## config.mk

```make
export PLATFORM = sky130hd
export DESIGN_NAME = txser_top
export DESIGN_NICKNAME = d
export VERILOG_FILES = /design/src/rtl/txser_pkg.sv /design/src/rtl/txser_seq.sv /design/src/rtl/txser_lane.sv /design/src/rtl/txser_top.sv
export SDC_FILE = /design/constraint.sdc
export NUM_CORES = 1
export LEC_CHECK = 0
export ABC_AREA = 1
export BUFFER_PORTS_ARGS = -buffer_cell sky130_fd_sc_hd__clkbuf_2
export CAP_MARGIN = 5
export CORE_UTILIZATION = 65
export CTS_CLUSTER_DIAMETER = 30
export CTS_CLUSTER_SIZE = 40
export DETAILED_ROUTE_END_ITERATION = 8
export GPL_TIMING_DRIVEN = 1
export PLACE_DENSITY = 0.88
export SLEW_MARGIN = 0
export SYNTH_ARGS = -nofsm -noshare
export SYNTH_HDL_FRONTEND = slang
export SYNTH_SLANG_ARGS = --single-unit
```

## constraint.sdc

```tcl
create_clock -name clk -period 9.1 [get_ports clk]
set_input_delay 1.82 -clock clk [delete_from_list [all_inputs] [get_ports clk]]
set_output_delay 1.82 -clock clk [all_outputs]
set_load 0.02 [all_outputs]
```

## src/rtl/txser_pkg.sv

```systemverilog
package txser_pkg;

    localparam int SAMPLE_W   = 32;
    localparam int MAX_LANES  = 4;
    localparam int GROUP_W    = 8;
    localparam int LANE_BUS_W = MAX_LANES * GROUP_W;

    typedef struct packed {
        logic [LANE_BUS_W-1:0] lanes;
        logic [GROUP_W-1:0]    strobe;
    } beat_t;

    // lane count code: 0->1, 1->2, 2->4
    function automatic logic [2:0] lanes_of(input logic [1:0] code);
        case (code)
            2'd0:    return 3'd1;
            2'd1:    return 3'd2;
            2'd2:    return 3'd4;
            default: return 3'd0;
        endcase
    endfunction

    // width code: 0->32, 1->16, 2->8
    function automatic logic [5:0] width_of(input logic [1:0] code);
        case (code)
            2'd0:    return 6'd32;
            2'd1:    return 6'd16;
            2'd2:    return 6'd8;
            default: return 6'd0;
        endcase
    endfunction

    function automatic logic mode_ok(input logic [1:0] lc, input logic [1:0] wc);
        logic [8:0] total;
        total = 9'(lanes_of(lc)) * 9'(width_of(wc));
        return (lanes_of(lc) != 3'd0) && (width_of(wc) != 6'd0) && (total <= 9'd32);
    endfunction

    // cycles per sample slot
    function automatic logic [3:0] slot_ratio(input logic [1:0] wc, input logic ddr);
        logic [5:0] w;
        w = width_of(wc);
        return ddr ? 4'(w >> 3) : 4'(w >> 2);
    endfunction

endpackage

```

## src/rtl/txser_seq.sv

```systemverilog
module txser_seq #(
    parameter int CNT_W = 3
) (
    input  logic             clk,
    input  logic             rst,
    input  logic             legal,
    input  logic [CNT_W:0]   ratio,
    output logic [CNT_W-1:0] phase,
    output logic             req
);

    always_ff @(posedge clk) begin
        if (rst || !legal) begin
            phase <= '0;
        end else if ({1'b0, phase} >= ratio - 1'b1) begin
            phase <= '0;
        end else begin
            phase <= phase + 1'b1;
        end
    end

    // one request per slot, none in reset or unsupported modes
    assign req = !rst && legal && (phase == '0);

endmodule

```

## src/rtl/txser_lane.sv

```systemverilog
module txser_lane #(
    parameter int LANE_IDX = 0,
    parameter int SAMPLE_W = 32,
    parameter int GROUP_W  = 8,
    parameter int CNT_W    = 3
) (
    input  logic [SAMPLE_W-1:0] word,
    input  logic [5:0]          sym_w,
    input  logic [2:0]          lane_cnt,
    input  logic                legal,
    input  logic                ddr,
    input  logic [CNT_W-1:0]    phase,
    output logic [GROUP_W-1:0]  bits
);

    localparam int HALF = GROUP_W / 2;

    logic [7:0]          lane_shift;
    logic [7:0]          phase_shift;
    logic [SAMPLE_W-1:0] aligned;
    logic [SAMPLE_W-1:0] shifted;
    logic                active;

    always_comb begin
        lane_shift  = 8'(LANE_IDX) * 8'(sym_w);
        phase_shift = 8'(phase) * (ddr ? 8'(GROUP_W) : 8'(HALF));
        // symbol left-aligned, then current group moved to the top
        aligned     = word << lane_shift;
        shifted     = aligned << phase_shift;
        active      = legal && (lane_cnt > 3'(LANE_IDX));
        bits        = '0;
        if (active) begin
            if (ddr) begin
                bits = shifted[SAMPLE_W-1 -: GROUP_W];
            end else begin
                // SDR: each bit fills two bit-times
                for (int i = 0; i < HALF; i++) begin
                    bits[GROUP_W-1-2*i] = shifted[SAMPLE_W-1-i];
                    bits[GROUP_W-2-2*i] = shifted[SAMPLE_W-1-i];
                end
            end
        end
    end

endmodule

```

## src/rtl/txser_top.sv

```systemverilog
module txser_top
    import txser_pkg::*;
#(
    parameter int SAMPLE_W  = txser_pkg::SAMPLE_W,
    parameter int MAX_LANES = txser_pkg::MAX_LANES,
    parameter int GROUP_W   = txser_pkg::GROUP_W
) (
    input  logic                         clk,
    input  logic                         rst,
    input  logic [1:0]                   cfg_lanes,
    input  logic [1:0]                   cfg_width,
    input  logic                         cfg_ddr,
    output logic                         tx_req,
    input  logic                         in_valid,
    input  logic [SAMPLE_W-1:0]          in_data,
    output logic [MAX_LANES*GROUP_W-1:0] out_lanes,
    output logic [GROUP_W-1:0]           out_strobe
);

    localparam int CNT_W = $clog2(SAMPLE_W / (GROUP_W / 2));

    logic                         legal;
    logic [CNT_W-1:0]             phase;
    logic [SAMPLE_W-1:0]          held;
    logic [SAMPLE_W-1:0]          cur_word;
    logic [MAX_LANES*GROUP_W-1:0] next_lanes;
    logic [GROUP_W-1:0]           next_strobe;
    beat_t                        beat;

    assign legal = mode_ok(cfg_lanes, cfg_width);

    txser_seq #(.CNT_W(CNT_W)) u_seq (
        .clk   (clk),
        .rst   (rst),
        .legal (legal),
        .ratio ((CNT_W+1)'(slot_ratio(cfg_width, cfg_ddr))),
        .phase (phase),
        .req   (tx_req)
    );

    // empty slot sends zeros
    assign cur_word = tx_req ? (in_valid ? in_data : '0) : held;

    always_ff @(posedge clk) begin
        if (rst) begin
            held <= '0;
        end else if (tx_req) begin
            held <= cur_word;
        end
    end

    for (genvar l = 0; l < MAX_LANES; l++) begin : g_lane
        txser_lane #(
            .LANE_IDX (l),
            .SAMPLE_W (SAMPLE_W),
            .GROUP_W  (GROUP_W),
            .CNT_W    (CNT_W)
        ) u_lane (
            .word     (cur_word),
            .sym_w    (width_of(cfg_width)),
            .lane_cnt (lanes_of(cfg_lanes)),
            .legal    (legal),
            .ddr      (cfg_ddr),
            .phase    (phase),
            .bits     (next_lanes[l*GROUP_W +: GROUP_W])
        );
    end

    // symbol-start marker
    always_comb begin
        next_strobe = '0;
        if (tx_req) begin
            next_strobe[GROUP_W-1] = 1'b1;
            next_strobe[GROUP_W-2] = !cfg_ddr;
        end
    end

    // one output register stage
    always_ff @(posedge clk) begin
        if (rst) begin
            beat <= '0;
        end else begin
            beat.lanes  <= next_lanes;
            beat.strobe <= next_strobe;
        end
    end

    assign out_lanes  = beat.lanes;
    assign out_strobe = beat.strobe;

endmodule

```

==> results.cfg <==
[sta]
skew_ns = 0.0149
period_minus_slack_ns = 6.78
final-hold-violation-count = 0
post-route-period-util_pct = 74.5
drv_slew = 0
fmax_ghz = 0.148
tns_ns = 0
tightestPinTransition_ns = 1.04
slew_headroom_pct = 30.6
finalSetupViolations = 0
rsz0062_at_grt = no
final.setup.worst_slack_ns = 2.32

[clocking]
cts_resized = 0
clock-root-buffer = clkbuf_8
hold_buffers = 0
htreeDepth = 3
clk_pin_slew_ns = 0.07
post-cts-setup-buffer-count = 0
cts_buffers = 9
clockBufferDepth = 2
clk_latency_ns = 0.38
clock-sinks = 69
tritoncts = yes

[logic_synthesis]
synth-simple-area-share_pct = 45.8
synth_top_family_by_area = simple AND/OR/NAND/NOR gates
ys_warn_count = 0
synth-xor-area-share_pct = 0.506
ys.flop_type = dfxtp_1
ys_ff_latch = 69
yosysUniqueCellTypes = 34
yosys.area.top_type = nand2_1
synthTopCellsByArea = nand2_1 21%, dfxtp_1 21%, nand3_1 16%
synth_top_area_share_pct = 20.9
syn_area_um2 = 6680
syn_inst = 1185
synth-adder-area-share_pct = 4.83
postSynthAreaPerCell_um2 = 5.64
yosysSeqAreaShare_pct = 20.7
postSynth.asyncResetShare_pct = 0
synth-edff-count = 0
synth_compound_area_share_pct = 16.4
synth.mux.area_fraction_pct = 0

[outcome]
failed_checks = DRC
status = finished, violations left

[worst_setup_path]
required_ns = 7.28
rrSetupSlack_ns = 5.45
critical_path_class = in -> out
worst_path_max_delay_cell = fa_1
critPathMaxStageDelay_ns = 0.54
r2r-start = u_seq.phase[0]
crit_end = tx_req
crit_path_start_kind = primary input
crit_path_start = cfg_width[0]
cp-end-kind = output port
critical_path.most_common_cell = inv_1
crit_family = adder cells
reg2reg_to = out_lanes[1]
crit_buf_inv = 9
crit_chain = clkbuf_2 -> inv_1 -> ha_1 -> buf_4 -> nand2_1 -> inv_1 -> fa_1 -> ha_1 -> inv_1 -> fa_1 -> inv_1 -> nor2_1 -> nand2_1 -> nor2_1 -> nand4_2 -> buf_4 -> inv_2 -> clkbuf_2
cp_max_fo = 35
reg2reg_depth = 12
arrival_ns = 4.96
crit_cells = 18

[placement]
pre_cts_slack_ns = 2.35
gp_congestion = 1.05
hpwl_mm = 16.2
io_buffer_count = 74
place_area_um2 = 6950

[floorplanning]
initial_core_util_pct = 67.7
die_w_um = 103
die_h_um = 103
rows = 36
ios = 81
core-area_um2 = 9860
die-area_um2 = 10700

[pwr]
cellInternalPower_uw = 581
power_frac_clock_pct = 31.3
p_seq_share_pct = 31.8
leakage_uw = 0.00362
peakVddDrop_v = 0.000121
power.density_nw_per_um2 = 138
switching_share_pct = 41.3
power_uw = 989
p_sw_uw = 409
comb_power_share_pct = 37.0

[global_routing]
grtUsageTotal_pct = 45.7
grt_max_degree = 81
grt-ovfl-total = 0
antenna_found_initial = 0
grt_pass1_vias = 7784
grt_pass1_wl_mm = 37.1

[finish]
fin_area_um2 = 7180
fill_cells = 922
drive_gt1_share_pct = 9.96
area_growth_pct = 7.59
diodes = 0
nNetsFinal = 1264

[job]
maxCapViolCount = 0

[drt]
dr.pass1.iters = 9
via_per_inst = 6.34
drt_iter0_markers = 1187
wl_per_cell_um = 17.2
drc = 8
wl_mm = 23.1
vias = 8482
drtAntennaViolNets = 0

[min_path]
hold_class = reg -> reg
sequential cells by signal (all words and copies together), names as in the netlist:
name	count
out_lanes	32
held	32
out_strobe	2
u_seq.phase	3
through the flow:
step | cells | hold WS, ns | util (%)
after global placement | 1322 | 0.440 | 70.5
after global routing | 1338 | 0.489 | 72.8
after detailed placement | 1322 | 0.451 | 70.5
after floorplan | 1191 | 0.430 | -
after CTS | 1338 | 0.468 | 72.8
final | 1338 | 0.464 | 72.8
cell usage after synthesis, types with 14 or more instances:
cell type,count
clkbuf_1,55
inv_1,101
dfxtp_1,69
o21ai_1,14
ha_1,21
a21oi_1,77
nor2_1,59
o21ai_0,46
nand2_1,371
o211ai_1,18
nand4_1,44
nand3_1,213
placed cells by master, fill, tap and decap left out, types with 4 or more instances in the layout:
cell and count:
nor2_1 58, o22ai_1 12, clkbuf_8 11, a21oi_1 77, ha_1 21, nand2_1 371
inv_2 9, o21ai_1 13, o21ai_0 46, a21boi_0 4, clkbuf_2 74, buf_4 9
inv_1 101, conb_1 8, o211ai_1 18, nand4_1 44, dfxtp_1 69, nand3_1 213
a31oi_1 12, o221ai_1 8
worst min-delay path by stage:
stage / startpoint / endpoint / slack [ns] / cells past startpoint
2_1_floorplan: u_seq.phase[0] / u_seq.phase[0] / 0.43 / 1
3_3_place_gp: u_seq.phase[0] / u_seq.phase[0] / 0.44 / 1
3_5_place_dp: u_seq.phase[0] / u_seq.phase[0] / 0.45 / 1
4_1_cts: u_seq.phase[0] / u_seq.phase[0] / 0.47 / 1
5_1_grt: u_seq.phase[0] / u_seq.phase[0] / 0.49 / 1
6_report: u_seq.phase[0] / u_seq.phase[0] / 0.46 / 1
worst reg2reg max path, cell delays in order, from the launching register on:
cell      delay (ns)
dfxtp_1         0.38
inv_1           0.14
nor2_4          0.10
buf_4           0.62
inv_2           0.10
buf_4           0.38
nor2_1          0.44
inv_1           0.38
o21ai_0         0.27
o211ai_1        0.12
nand2_1         0.29
nand3_1         0.16
a21oi_1         0.19
final cells by class:
| class | count | area [µm²] | area share, % |
|---|---|---|---|
| clock buffers | 11 | 151 | 2.11 |
| well taps | 133 | 166 | 2.32 |
| multi-input cells | 927 | 4550 | 63.4 |
| clock inverters | 5 | 82.6 | 1.15 |
| flip-flops and latches | 69 | 1380 | 19.2 |
| repair buffers | 83 | 438 | 6.10 |
| inverters | 110 | 413 | 5.75 |
power by group through the flow:
| stage | combinational (µW) | clock [µW] | sequential [µW] |
|---|---|---|---|
| after floorplan | 257 | 0 | 326 |
| after global placement | 342 | 0 | 321 |
| after detailed placement | 348 | 0 | 321 |
| after CTS | 349 | 298 | 314 |
| after global routing | 404 | 313 | 315 |
| final | 366 | 309 | 314 |
metal layers:
| layer | share of wire, % | vias to the layer above | track usage [%] |
|---|---|---|---|
| met2 | 43 | 576 | 70.3 |
| met1 | 36 | 3765 | 52.2 |
| met4 | 8.3 | 0 | 35.3 |
| li1 | - | 3976 | - |
| met3 | 12 | 165 | 15.6 |
| met5 | 0 | - | 0 |
cells by family after synthesis:
| group | count (synthesis) |
|---|---|
| AOI/OAI and AO/OA | 194 |
| other | 2 |
| DFF | 69 |
| adders and majority gates | 24 |
| and+or+nand+nor | 698 |
| xor gates and xnor gates | 3 |
| buffers and inverters | 195 |
Power figures use the tool's default switching activity.
